File: src/rtl/priv_access_pkg.sv
package priv_access_pkg;

   // Execution modes; the encoding is visible on mode_o.
   typedef enum logic [1:0] {
      MODE_FW  = 2'b00,
      MODE_APP = 2'b01,
      MODE_SYS = 2'b10
   } mode_e;

   // Guarded regions occupy the first codes, in decoder table order.
   typedef enum logic [2:0] {
      RG_ROM    = 3'd0,
      RG_FWRAM  = 3'd1,
      RG_SPI    = 3'd2,
      RG_SECRET = 3'd3,
      RG_TRIG   = 3'd4,
      RG_OPEN   = 3'd5
   } region_e;

   localparam int unsigned NUM_GUARDED = 5;

   typedef struct packed {
      logic vis;
      logic rd;
      logic wr;
      logic ex;
   } perm_t;

endpackage

File: src/rtl/pa_region_decode.sv
module pa_region_decode
   import priv_access_pkg::*;
#(
   parameter int unsigned             ADDR_W      = 32,
   parameter int unsigned             REGION_BITS = 8,
   parameter logic [REGION_BITS-1:0]  ROM_BASE    = 'h00,
   parameter logic [REGION_BITS-1:0]  FWRAM_BASE  = 'hd0,
   parameter logic [REGION_BITS-1:0]  SPI_BASE    = 'hc5,
   parameter logic [REGION_BITS-1:0]  SECRET_BASE = 'hc2,
   parameter logic [ADDR_W-1:0]       TRIG_ADDR   = 'he100_0000,
   parameter logic [ADDR_W-1:0]       ENTRY_ADDR  = 'h0000_0010
) (
   input  logic [ADDR_W-1:0] addr_i,
   output region_e           region_o,
   output logic              trig_hit_o,
   output logic              entry_hit_o
);

   localparam int unsigned TOP_LSB = ADDR_W - REGION_BITS;
   localparam logic [REGION_BITS-1:0] TRIG_BASE = TRIG_ADDR[ADDR_W-1:TOP_LSB];
   localparam logic [REGION_BITS-1:0] BASES [NUM_GUARDED] =
      '{ROM_BASE, FWRAM_BASE, SPI_BASE, SECRET_BASE, TRIG_BASE};

   logic [REGION_BITS-1:0] top_byte;
   logic [NUM_GUARDED-1:0] hit;

   assign top_byte = addr_i[ADDR_W-1:TOP_LSB];

   for (genvar g = 0; g < NUM_GUARDED; g++) begin : g_hit
      assign hit[g] = (top_byte == BASES[g]);
   end

   // Lowest table index wins if two bases were ever set equal.
   always_comb begin
      region_o = RG_OPEN;
      for (int i = NUM_GUARDED - 1; i >= 0; i--) begin
         if (hit[i]) region_o = region_e'(3'(i));
      end
   end

   assign trig_hit_o  = (addr_i == TRIG_ADDR);
   assign entry_hit_o = (addr_i == ENTRY_ADDR);

endmodule

File: src/rtl/pa_mode_tracker.sv
module pa_mode_tracker
   import priv_access_pkg::*;
#(
   parameter int unsigned IRQ_W    = 32,
   parameter int unsigned TRIG_IRQ = 31
) (
   input  logic             clk_i,
   input  logic             rst_ni,
   input  logic             req_valid_i,
   input  logic             req_fetch_i,
   input  logic             store_full_i,
   input  region_e          region_i,
   input  logic             trig_hit_i,
   input  logic             entry_hit_i,
   input  logic             irq_return_i,
   output mode_e            mode_o,
   output logic             secret_en_o,
   output logic             entry_now_o,
   output logic [IRQ_W-1:0] irq_vec_o
);

   mode_e mode_q, mode_d;
   logic  secret_q;
   logic  pend_q;
   logic  fetch_v;
   logic  leave_rom;
   logic  trig_store;

   assign fetch_v     = req_valid_i & req_fetch_i;
   assign leave_rom   = (mode_q == MODE_FW) & fetch_v & (region_i != RG_ROM);
   assign entry_now_o = (mode_q == MODE_APP) & pend_q & fetch_v & entry_hit_i;
   assign trig_store  = req_valid_i & store_full_i & trig_hit_i;

   always_comb begin
      mode_d = mode_q;
      if (leave_rom)                                 mode_d = MODE_APP;
      else if (entry_now_o)                          mode_d = MODE_SYS;
      else if ((mode_q == MODE_SYS) && irq_return_i) mode_d = MODE_APP;
   end

   always_ff @(posedge clk_i or negedge rst_ni) begin
      if (!rst_ni) begin
         mode_q   <= MODE_FW;
         secret_q <= 1'b1;
         pend_q   <= 1'b0;
      end else begin
         mode_q <= mode_d;
         if (leave_rom) secret_q <= 1'b0;
         if (trig_store)       pend_q <= 1'b1;
         else if (entry_now_o) pend_q <= 1'b0;
      end
   end

   assign mode_o      = mode_q;
   assign secret_en_o = secret_q;

   for (genvar b = 0; b < IRQ_W; b++) begin : g_irq
      if (b == TRIG_IRQ) begin : g_live
         assign irq_vec_o[b] = pend_q;
      end else begin : g_tied
         assign irq_vec_o[b] = 1'b0;
      end
   end

endmodule

File: src/rtl/pa_access_gate.sv
module pa_access_gate
   import priv_access_pkg::*;
#(
   parameter int unsigned DATA_W = 32
) (
   input  logic              clk_i,
   input  logic              rst_ni,
   input  logic              req_valid_i,
   input  logic              req_fetch_i,
   input  logic              req_write_i,
   input  region_e           region_i,
   input  mode_e             mode_i,
   input  logic              entry_now_i,
   input  logic              secret_en_i,
   input  logic [DATA_W-1:0] mem_rdata_i,
   output logic              grant_o,
   output logic              hidden_o,
   output logic              violation_o,
   output logic [DATA_W-1:0] rdata_o
);

   mode_e eff_mode;
   perm_t perm;
   logic  kind_ok;
   logic  viol_q;
   logic  hide_q;

   // The entry fetch is judged with system call rights.
   assign eff_mode = entry_now_i ? MODE_SYS : mode_i;

   always_comb begin
      perm = '{vis: 1'b1, rd: 1'b1, wr: 1'b1, ex: 1'b1};
      case (region_i)
         RG_ROM: begin
            perm.wr = 1'b0;
            perm.ex = (eff_mode != MODE_APP);
         end
         RG_FWRAM, RG_SPI: begin
            perm.vis = (eff_mode != MODE_APP);
            perm.rd  = perm.vis;
            perm.wr  = perm.vis;
            perm.ex  = 1'b0;
         end
         RG_SECRET: begin
            perm.vis = (eff_mode == MODE_FW) & secret_en_i;
            perm.rd  = perm.vis;
            perm.wr  = perm.vis;
            perm.ex  = 1'b0;
         end
         RG_TRIG: begin
            perm.rd = 1'b0;
            perm.wr = 1'b0;
            perm.ex = 1'b0;
         end
         default: ;
      endcase
   end

   always_comb begin
      if (req_fetch_i)      kind_ok = perm.ex;
      else if (req_write_i) kind_ok = perm.wr;
      else                  kind_ok = perm.rd;
   end

   assign grant_o  = req_valid_i & perm.vis & kind_ok;
   assign hidden_o = req_valid_i & ~perm.vis;

   always_ff @(posedge clk_i or negedge rst_ni) begin
      if (!rst_ni) begin
         viol_q <= 1'b0;
         hide_q <= 1'b0;
      end else begin
         viol_q <= req_valid_i & req_fetch_i & ~perm.ex;
         hide_q <= req_valid_i & ~perm.vis & ~req_write_i;
      end
   end

   assign violation_o = viol_q;
   assign rdata_o     = hide_q ? '0 : mem_rdata_i;

endmodule

File: src/rtl/priv_access_ctrl.sv
module priv_access_ctrl
   import priv_access_pkg::*;
#(
   parameter int unsigned            ADDR_W      = 32,
   parameter int unsigned            DATA_W      = 32,
   parameter int unsigned            STRB_W      = DATA_W / 8,
   parameter int unsigned            IRQ_W       = 32,
   parameter int unsigned            TRIG_IRQ    = 31,
   parameter int unsigned            REGION_BITS = 8,
   parameter logic [REGION_BITS-1:0] ROM_BASE    = 'h00,
   parameter logic [REGION_BITS-1:0] FWRAM_BASE  = 'hd0,
   parameter logic [REGION_BITS-1:0] SPI_BASE    = 'hc5,
   parameter logic [REGION_BITS-1:0] SECRET_BASE = 'hc2,
   parameter logic [ADDR_W-1:0]      TRIG_ADDR   = 'he100_0000,
   parameter logic [ADDR_W-1:0]      ENTRY_ADDR  = 'h0000_0010
) (
   input  logic              clk_i,
   input  logic              rst_ni,
   input  logic              req_valid_i,
   input  logic [ADDR_W-1:0] req_addr_i,
   input  logic [STRB_W-1:0] req_wstrb_i,
   input  logic              req_fetch_i,
   input  logic              irq_return_i,
   input  logic [DATA_W-1:0] mem_rdata_i,
   output logic [1:0]        mode_o,
   output logic              grant_o,
   output logic              hidden_o,
   output logic              violation_o,
   output logic [DATA_W-1:0] rdata_o,
   output logic [IRQ_W-1:0]  irq_vec_o,
   output logic              secret_en_o
);

   localparam int unsigned TOP_LSB = ADDR_W - REGION_BITS;

   // Elaboration-time parameter checks.
   if (REGION_BITS == 0 || REGION_BITS > ADDR_W) begin : g_bad_region_bits
      $error("REGION_BITS must lie in 1..ADDR_W");
   end
   if (TRIG_IRQ >= IRQ_W) begin : g_bad_trig_irq
      $error("TRIG_IRQ must index into the irq vector");
   end
   if (STRB_W * 8 != DATA_W) begin : g_bad_strb
      $error("STRB_W must cover DATA_W in bytes");
   end
   if (ENTRY_ADDR[ADDR_W-1:TOP_LSB] != ROM_BASE) begin : g_bad_entry
      $error("ENTRY_ADDR must lie in the ROM region");
   end

   region_e region;
   mode_e   mode;
   logic    trig_hit;
   logic    entry_hit;
   logic    entry_now;
   logic    secret_en;
   logic    is_write;
   logic    store_full;

   assign is_write   = ~req_fetch_i & (|req_wstrb_i);
   assign store_full = ~req_fetch_i & (&req_wstrb_i);

   pa_region_decode #(
      .ADDR_W      (ADDR_W),
      .REGION_BITS (REGION_BITS),
      .ROM_BASE    (ROM_BASE),
      .FWRAM_BASE  (FWRAM_BASE),
      .SPI_BASE    (SPI_BASE),
      .SECRET_BASE (SECRET_BASE),
      .TRIG_ADDR   (TRIG_ADDR),
      .ENTRY_ADDR  (ENTRY_ADDR)
   ) u_decode (
      .addr_i      (req_addr_i),
      .region_o    (region),
      .trig_hit_o  (trig_hit),
      .entry_hit_o (entry_hit)
   );

   pa_mode_tracker #(
      .IRQ_W    (IRQ_W),
      .TRIG_IRQ (TRIG_IRQ)
   ) u_mode (
      .clk_i        (clk_i),
      .rst_ni       (rst_ni),
      .req_valid_i  (req_valid_i),
      .req_fetch_i  (req_fetch_i),
      .store_full_i (store_full),
      .region_i     (region),
      .trig_hit_i   (trig_hit),
      .entry_hit_i  (entry_hit),
      .irq_return_i (irq_return_i),
      .mode_o       (mode),
      .secret_en_o  (secret_en),
      .entry_now_o  (entry_now),
      .irq_vec_o    (irq_vec_o)
   );

   pa_access_gate #(
      .DATA_W (DATA_W)
   ) u_gate (
      .clk_i       (clk_i),
      .rst_ni      (rst_ni),
      .req_valid_i (req_valid_i),
      .req_fetch_i (req_fetch_i),
      .req_write_i (is_write),
      .region_i    (region),
      .mode_i      (mode),
      .entry_now_i (entry_now),
      .secret_en_i (secret_en),
      .mem_rdata_i (mem_rdata_i),
      .grant_o     (grant_o),
      .hidden_o    (hidden_o),
      .violation_o (violation_o),
      .rdata_o     (rdata_o)
   );

   assign mode_o      = mode;
   assign secret_en_o = secret_en;

endmodule

File: config.mk
export PLATFORM = sky130hd
export DESIGN_NAME = priv_access_ctrl
export DESIGN_NICKNAME = d
export VERILOG_FILES = /design/src/rtl/priv_access_pkg.sv /design/src/rtl/pa_region_decode.sv /design/src/rtl/pa_mode_tracker.sv /design/src/rtl/pa_access_gate.sv /design/src/rtl/priv_access_ctrl.sv
export SDC_FILE = /design/constraint.sdc
export NUM_CORES = 1
export LEC_CHECK = 0
export BUFFER_PORTS_ARGS = -buffer_cell sky130_fd_sc_hd__buf_4
export CAP_MARGIN = 20
export CELL_PAD_IN_SITES_DETAIL_PLACEMENT = 1
export CELL_PAD_IN_SITES_GLOBAL_PLACEMENT = 2
export CORE_UTILIZATION = 14
export DETAILED_ROUTE_END_ITERATION = 10
export PLACE_DENSITY_LB_ADDON = 0.1
export RECOVER_POWER = 25
export SYNTH_ARGS = -nofsm -noshare
export SYNTH_HDL_FRONTEND = slang
export SYNTH_SLANG_ARGS = --single-unit
File: constraint.sdc
create_clock -name clk_i -period 2.45 [get_ports clk_i]
set_input_delay 0.245 -clock clk_i [delete_from_list [all_inputs] [get_ports clk_i]]
set_output_delay 0.245 -clock clk_i [all_outputs]
set_load 0.02 [all_outputs]
Yosys cells after proc, flatten, opt, wreduce, memory -nomap -nowiden
Index checks and enable logic that the tools add are counted.
{"block": "classes", "eq_ne": 13, "n_mux": 17, "n_bitwise": 20, "n_reduce_logical": 11}
{"op": "$eq A32 B32 Y1 const B", "n": 1}
{"op": "$eq A32 B5 Y1 const B", "n": 1}
{"op": "$eq A8 B8 Y1 const B", "n": 4}
{"op": "$mux W32", "n": 1}
{"op": "$and A1 B1 Y1", "n": 16}
{"op": "$mux W3", "n": 4}
{"op": "$logic_not A8 Y1", "n": 1}
{"op": "$mux W2", "n": 4}
{"op": "$pmux W2 S4", "n": 1}
{"op": "$eq A3 B2 Y1 const B", "n": 2}
{"op": "$reduce_bool A3 Y1", "n": 2}
{"op": "$mux W1", "n": 5}
{"op": "$logic_not A2 Y1", "n": 2}
{"op": "$not A1 Y1", "n": 4}
{"op": "$reduce_and A4 Y1", "n": 1}
{"op": "$reduce_or A4 Y1", "n": 1}
{"op": "$eq A3 B1 Y1 const B", "n": 1}
{"op": "$eq A3 B3 Y1 const B", "n": 1}
{"op": "$logic_not A3 Y1", "n": 1}
{"op": "$pmux W1 S3", "n": 1}
{"op": "$eq A2 B1 Y1 const B", "n": 1}
{"op": "$eq A2 B2 Y1 const B", "n": 1}
{"op": "$ne A2 B1 Y1 const B", "n": 1}
{"op": "$pmux W1 S2", "n": 1}
{"op": "other kinds (3)", "n": 3}
{"block": "word_totals", "regBits": 6, "in_bits": 73, "out_inout_bits": 70, "wordCells": 66}

Longest topological paths before layout
{"block": "depth", "depth_word": 12, "ltp_mapped": 6, "depth_no_buf": 5}

By module
A second synthesis with hierarchy kept.
{"block": "unflattened", "hier_cells": 136, "hier_area_um2": 1036.0}
{"module": "pa_mode_tracker", "instances": 1, "cells_per_inst": 48, "area_per_inst_um2": 417.9, "seq_area_each_um2": 101.3}
{"module": "pa_access_gate", "instances": 1, "cells_per_inst": 59, "area_per_inst_um2": 416.6, "seq_area_each_um2": 50.0}
{"module": "pa_region_decode", "instances": 1, "cells_per_inst": 25, "area_per_inst_um2": 181.4, "seq_area_each_um2": 0.0}
{"module": "priv_access_ctrl", "instances": 1, "cells_per_inst": 4, "area_per_inst_um2": 20.0, "seq_area_each_um2": 0.0}

Worst setup path before layout
Ideal clock, no wire load.
{"block": "synth_timing", "kind": "flip-flop to output port", "start": "reg u_mode.mode_q[0], in the netlist u_mode.mode_o[0]", "end": "out grant_o", "arrival_time_ps": 1542, "t_required_ps": 2205, "slack_ps": 663, "path_stages_with_launch": 4, "n_path_buf": 0, "path_cell_list": "dfrtp_1 -> nor2b_1 -> or4b_4 -> a311oi_2"}
{"block": "synth_between", "elab_chain_len": 11, "word_cells_on_any_way": 15, "classes_between": "2 x eq/ne; 6 x mux; 6 x bitwise; 1 x reduce/logical"}
{"item": "start, declared", "line": "pa_mode_tracker.sv:22", "source": "mode_e mode_q, mode_d;"}
{"item": "start signal, assigned", "line": "pa_mode_tracker.sv:47", "source": "mode_q <= mode_d;"}
{"item": "$eq A2 B1 Y1", "line": "pa_mode_tracker.sv:31", "source": "assign entry_now_o = (mode_q == MODE_APP) & pend_q & fetch_v & entry_hit_i;"}
{"item": "$and A1 B1 Y1 (3 in a row)", "line": "pa_mode_tracker.sv:31"}
{"item": "$mux W2 *", "line": "pa_access_gate.sv:29", "source": "assign eff_mode = entry_now_i ? MODE_SYS : mode_i;"}
{"item": "$logic_not A2 Y1", "line": "pa_access_gate.sv:45", "source": "perm.vis = (eff_mode == MODE_FW) & secret_en_i;"}
{"item": "$and A1 B1 Y1", "line": "pa_access_gate.sv:45"}
{"item": "$pmux W2 S4 or $pmux W1 S3 (tied branches)", "line": "pa_access_gate.sv:33", "source": "case (region_i)"}
{"item": "$mux W1", "line": "pa_access_gate.sv:61", "source": "else if (req_write_i) kind_ok = perm.wr;"}
{"item": "$mux W1", "line": "pa_access_gate.sv:60", "source": "if (req_fetch_i) kind_ok = perm.ex;"}
{"item": "$and A1 B1 Y1 *", "line": "pa_access_gate.sv:65", "source": "assign grant_o = req_valid_i & perm.vis & kind_ok;"}
{"item": "end, declared", "line": "priv_access_ctrl.sv:26", "source": "output logic grant_o,"}
Every way passes the cells marked *; elsewhere a longest branch is shown, timed or not.

Final worst setup path
{"block": "layout_timing", "start": "in req_addr_i[27]", "end": "out grant_o"}
{"block": "layout_between", "elab_chain_len": 12, "word_cells_on_any_way": 29, "classes_between": "10 x eq/ne; 11 x mux; 4 x bitwise; 4 x reduce/logical"}
{"item": "start, declared", "line": "priv_access_ctrl.sv:20", "source": "input logic [ADDR_W-1:0] req_addr_i,"}
{"item": "$eq A8 B8 Y1", "line": "pa_region_decode.sv:30", "source": "assign hit[g] = (top_byte == BASES[g]);"}
{"item": "$mux W1", "line": "pa_region_decode.sv:37", "source": "if (hit[i]) region_o = region_e'(3'(i));"}
{"item": "$mux W3 (4 in a row)", "line": "pa_region_decode.sv:37"}
{"item": "$eq A3 B1 Y1 or $eq A3 B2 Y1 (tied branches)", "line": "pa_access_gate.sv:33"}
{"item": "$reduce_or A2 Y1", "line": "pa_access_gate.sv:33"}
{"item": "$pmux W2 S4 or $pmux W1 S3 (tied branches)", "line": "pa_access_gate.sv:33"}
{"item": "$mux W1", "line": "pa_access_gate.sv:61"}
{"item": "$mux W1", "line": "pa_access_gate.sv:60"}
{"item": "$and A1 B1 Y1 *", "line": "pa_access_gate.sv:65"}
Marks and branches as above.

==> flow_metrics.tcl <==
set metrics [dict create \
    grt_usage_pct 9.90 \
    powerDensity_nw_per_um2 289 \
    grt_pass1_vias 1223 \
    place_congestion 0.666 \
    period_share_pct 84.6 \
    synth_cells 133 \
    maxSlewViolCount 0 \
    die_w_um 88.1 \
    yosysUniqueCellTypes 37 \
    whs_path_depth 2 \
    post_cts.repair.setup_buffers 0 \
    yosys_warnings 0 \
    fin_crit_ps 2070 \
    clock.fmax_mhz 483 \
    whs_ps 252 \
    clock_latency_ps 220 \
    clock_path_buffers 2 \
    core_sq_um 7210 \
    start_util_pct 14.4 \
    reg2reg_depth 4 \
    max_slew_margin_pct 66.7 \
    grt_max_degree 33 \
    violations "design-rule violations" \
    avgSynthCellArea_sq_um 7.80 \
    die_height_um 88.1 \
    critical_path_required_ps 2200 \
    die_area_sq_um 7760 \
    cts.sinks 6 \
    rsz0062_at_grt "false" \
    wl_um 4180 \
    cp_common_cell "buf_4" \
    antenna_found_initial 0 \
    ant_nets 0 \
    cp_cell_sequence "buf_4, nor4_2, nand3_1, nor4_4, a211oi_2, a311oi_2, buf_4" \
    final_layout_size_suffix_gt1_share_pct 48.8 \
    firstDrtPassIters 9 \
    synth_area_leader_cell "buf_4" \
    final_common_cell "buf_4" \
    finalClockSkew_ps 3.14 \
    crit_path_end_kind "output pin" \
    seq_area_frac_synth_pct 14.6 \
    cts_inserted_buffers 3 \
    clk_pin_slew_ps 40 \
    crit_fanout 5 \
    worstPathArrival_ps 1830 \
    viasPerCell 3.70 \
    hold_viol 0 \
    cts_max_level 1 \
    p_leak_nw 0.967 \
    status "finished with violations" \
    final_cell_mix "buf_4 (106), nor2b_1 (33), conb_1 (31)" \
    cts_tree "yes" \
    synthToLayoutAreaGrowth_pct 81.2 \
    layout.nets 318 \
    tightest_slew_ps 495 \
    dpl.hpwl_um 3680 \
    maxCapViolCount 0 \
    vias 1270 \
    critPathLaunchType "input port" \
    io_pins 143 \
    postCtsHoldBufs 1 \
    synth_area_sq_um 1040 \
    core.rowCount 31 \
    drt_iter0_drc 27 \
    io_buffers 111 \
    finalSetupViolCount 0 \
    root_buffer "clkbuf_8" \
    hold_class "in2reg" \
    fill_cells 924 \
    slowest_stage "nor4_4" \
    critPathKind "in2out" \
    slowest_delay_ps 340 \
    vdd_drop_max_mv 0.117 \
    grt-ovfl-total 0 \
    diodes 0 \
    drc 1 \
    yosys_register_bits 6 \
    post_cts_resized 0 \
    grt_pass1_wl_um 5980 \
    drt-wirelength-per-cell_um 12.2 \
    fin_tns_setup_ps 0 \
    synthTopCellsByArea "buf_4 (23%), nor2b_1 (20%), dfrtp_1 (12%), nor4_1 (3.6%), nor2_1 (2.9%)" \
    synthDominantCellAreaShare_pct 23.2 \
]
[final cells by class]
class                           instances  area [sq um]  share of cell area (%)
Sequential cell                         6           151                    8.06
Timing Repair Buffer                  113           828                    44.1
Inverter                                4          15.0                   0.799
Clock buffer                            4          45.0                    2.40
Multi-Input combinational cell        117           716                    38.1
Tap cell                               99           124                    6.59
[Yosys cell counts, drive strengths merged]
master and n:
a211o 1, a211oi 1, a21oi 3, a311oi 1, a31oi 1, a32o 2, a41oi 1, and2 1
and3b 1, buf 33, clkbuf 3, conb 1, dfrtp 5, dfstp 1, inv 4, nand2 6
nand3 2, nand4 2, nand4b 1, nand4bb 1, nor2 8, nor2b 34, nor3 2, nor3b 1
nor4 8, nor4b 1, nor4bb 1, o21a 2, o21ai 2, o32a 1, or4b 1, xor2 1
[stage by stage]
step,util (%),setup WS (ps),area (sq um),total power [W],std cells
final,26.0,378,1880,0.000543,343
after global routing,26.0,170,1880,0.000582,343
after CTS,26.4,331,1910,0.000556,343
after detailed placement,25.7,326,1850,0.000392,338
after global placement,25.7,402,1850,0.000391,338
after floorplan,-,663,1150,0.000274,163
[cell families after synthesis]
kind of cell	synth area share (%)
AO/OA/AOI/OAI	11.8
XOR/XNOR	0.845
buffers and inverters	26.8
flip-flops	14.6
other	0.362
AND/OR/NAND/NOR	45.6
[power breakdown]
group / switching (W) / internal, W
Combinational: 0.000144 / 0.000134
Sequential: 0.00000297 / 0.000105
Clock: 0.0000456 / 0.000112
[path summary, 6_finish.rpt]
kind	startpoint	endpoint	slack, ps
min reg2reg	u_mode.secret_en_o	u_mode.secret_en_o	470
max	req_addr_i[27]	grant_o	380
min in group asynchronous	rst_ni	u_gate.violation_o	450
max in group asynchronous	rst_ni	u_mode.secret_en_o	1700
max reg2reg	u_mode.mode_o[0]	u_gate.hide_q	940
min	req_valid_i	u_mode.secret_en_o	250
[state kept, by name (all words and copies together) (netlist names)]
register            cells
u_mode.mode_o           2
u_gate.hide_q           1
u_gate.violation_o      1
u_mode.pend_q           1
u_mode.secret_en_o      1
[per-layer routing]
metal | part of all wire (%) | vias up | track usage [%]
li1 | - | 616 | -
met1 | 43 | 559 | 12.1
met2 | 45 | 95 | 17.1
met3 | 12 | 0 | 3.11
met4 | 0 | 0 | 2.20
met5 | 0 | - | 0
[critical path: cells and delay by family]
kind / cells / cell delay [ps]
buffers and inverters: 2 / 310
and+or+nand+nor: 3 / 910
AOI/OAI and AO/OA: 2 / 360
No activity file was read; power rests on OpenSTA's default activity.
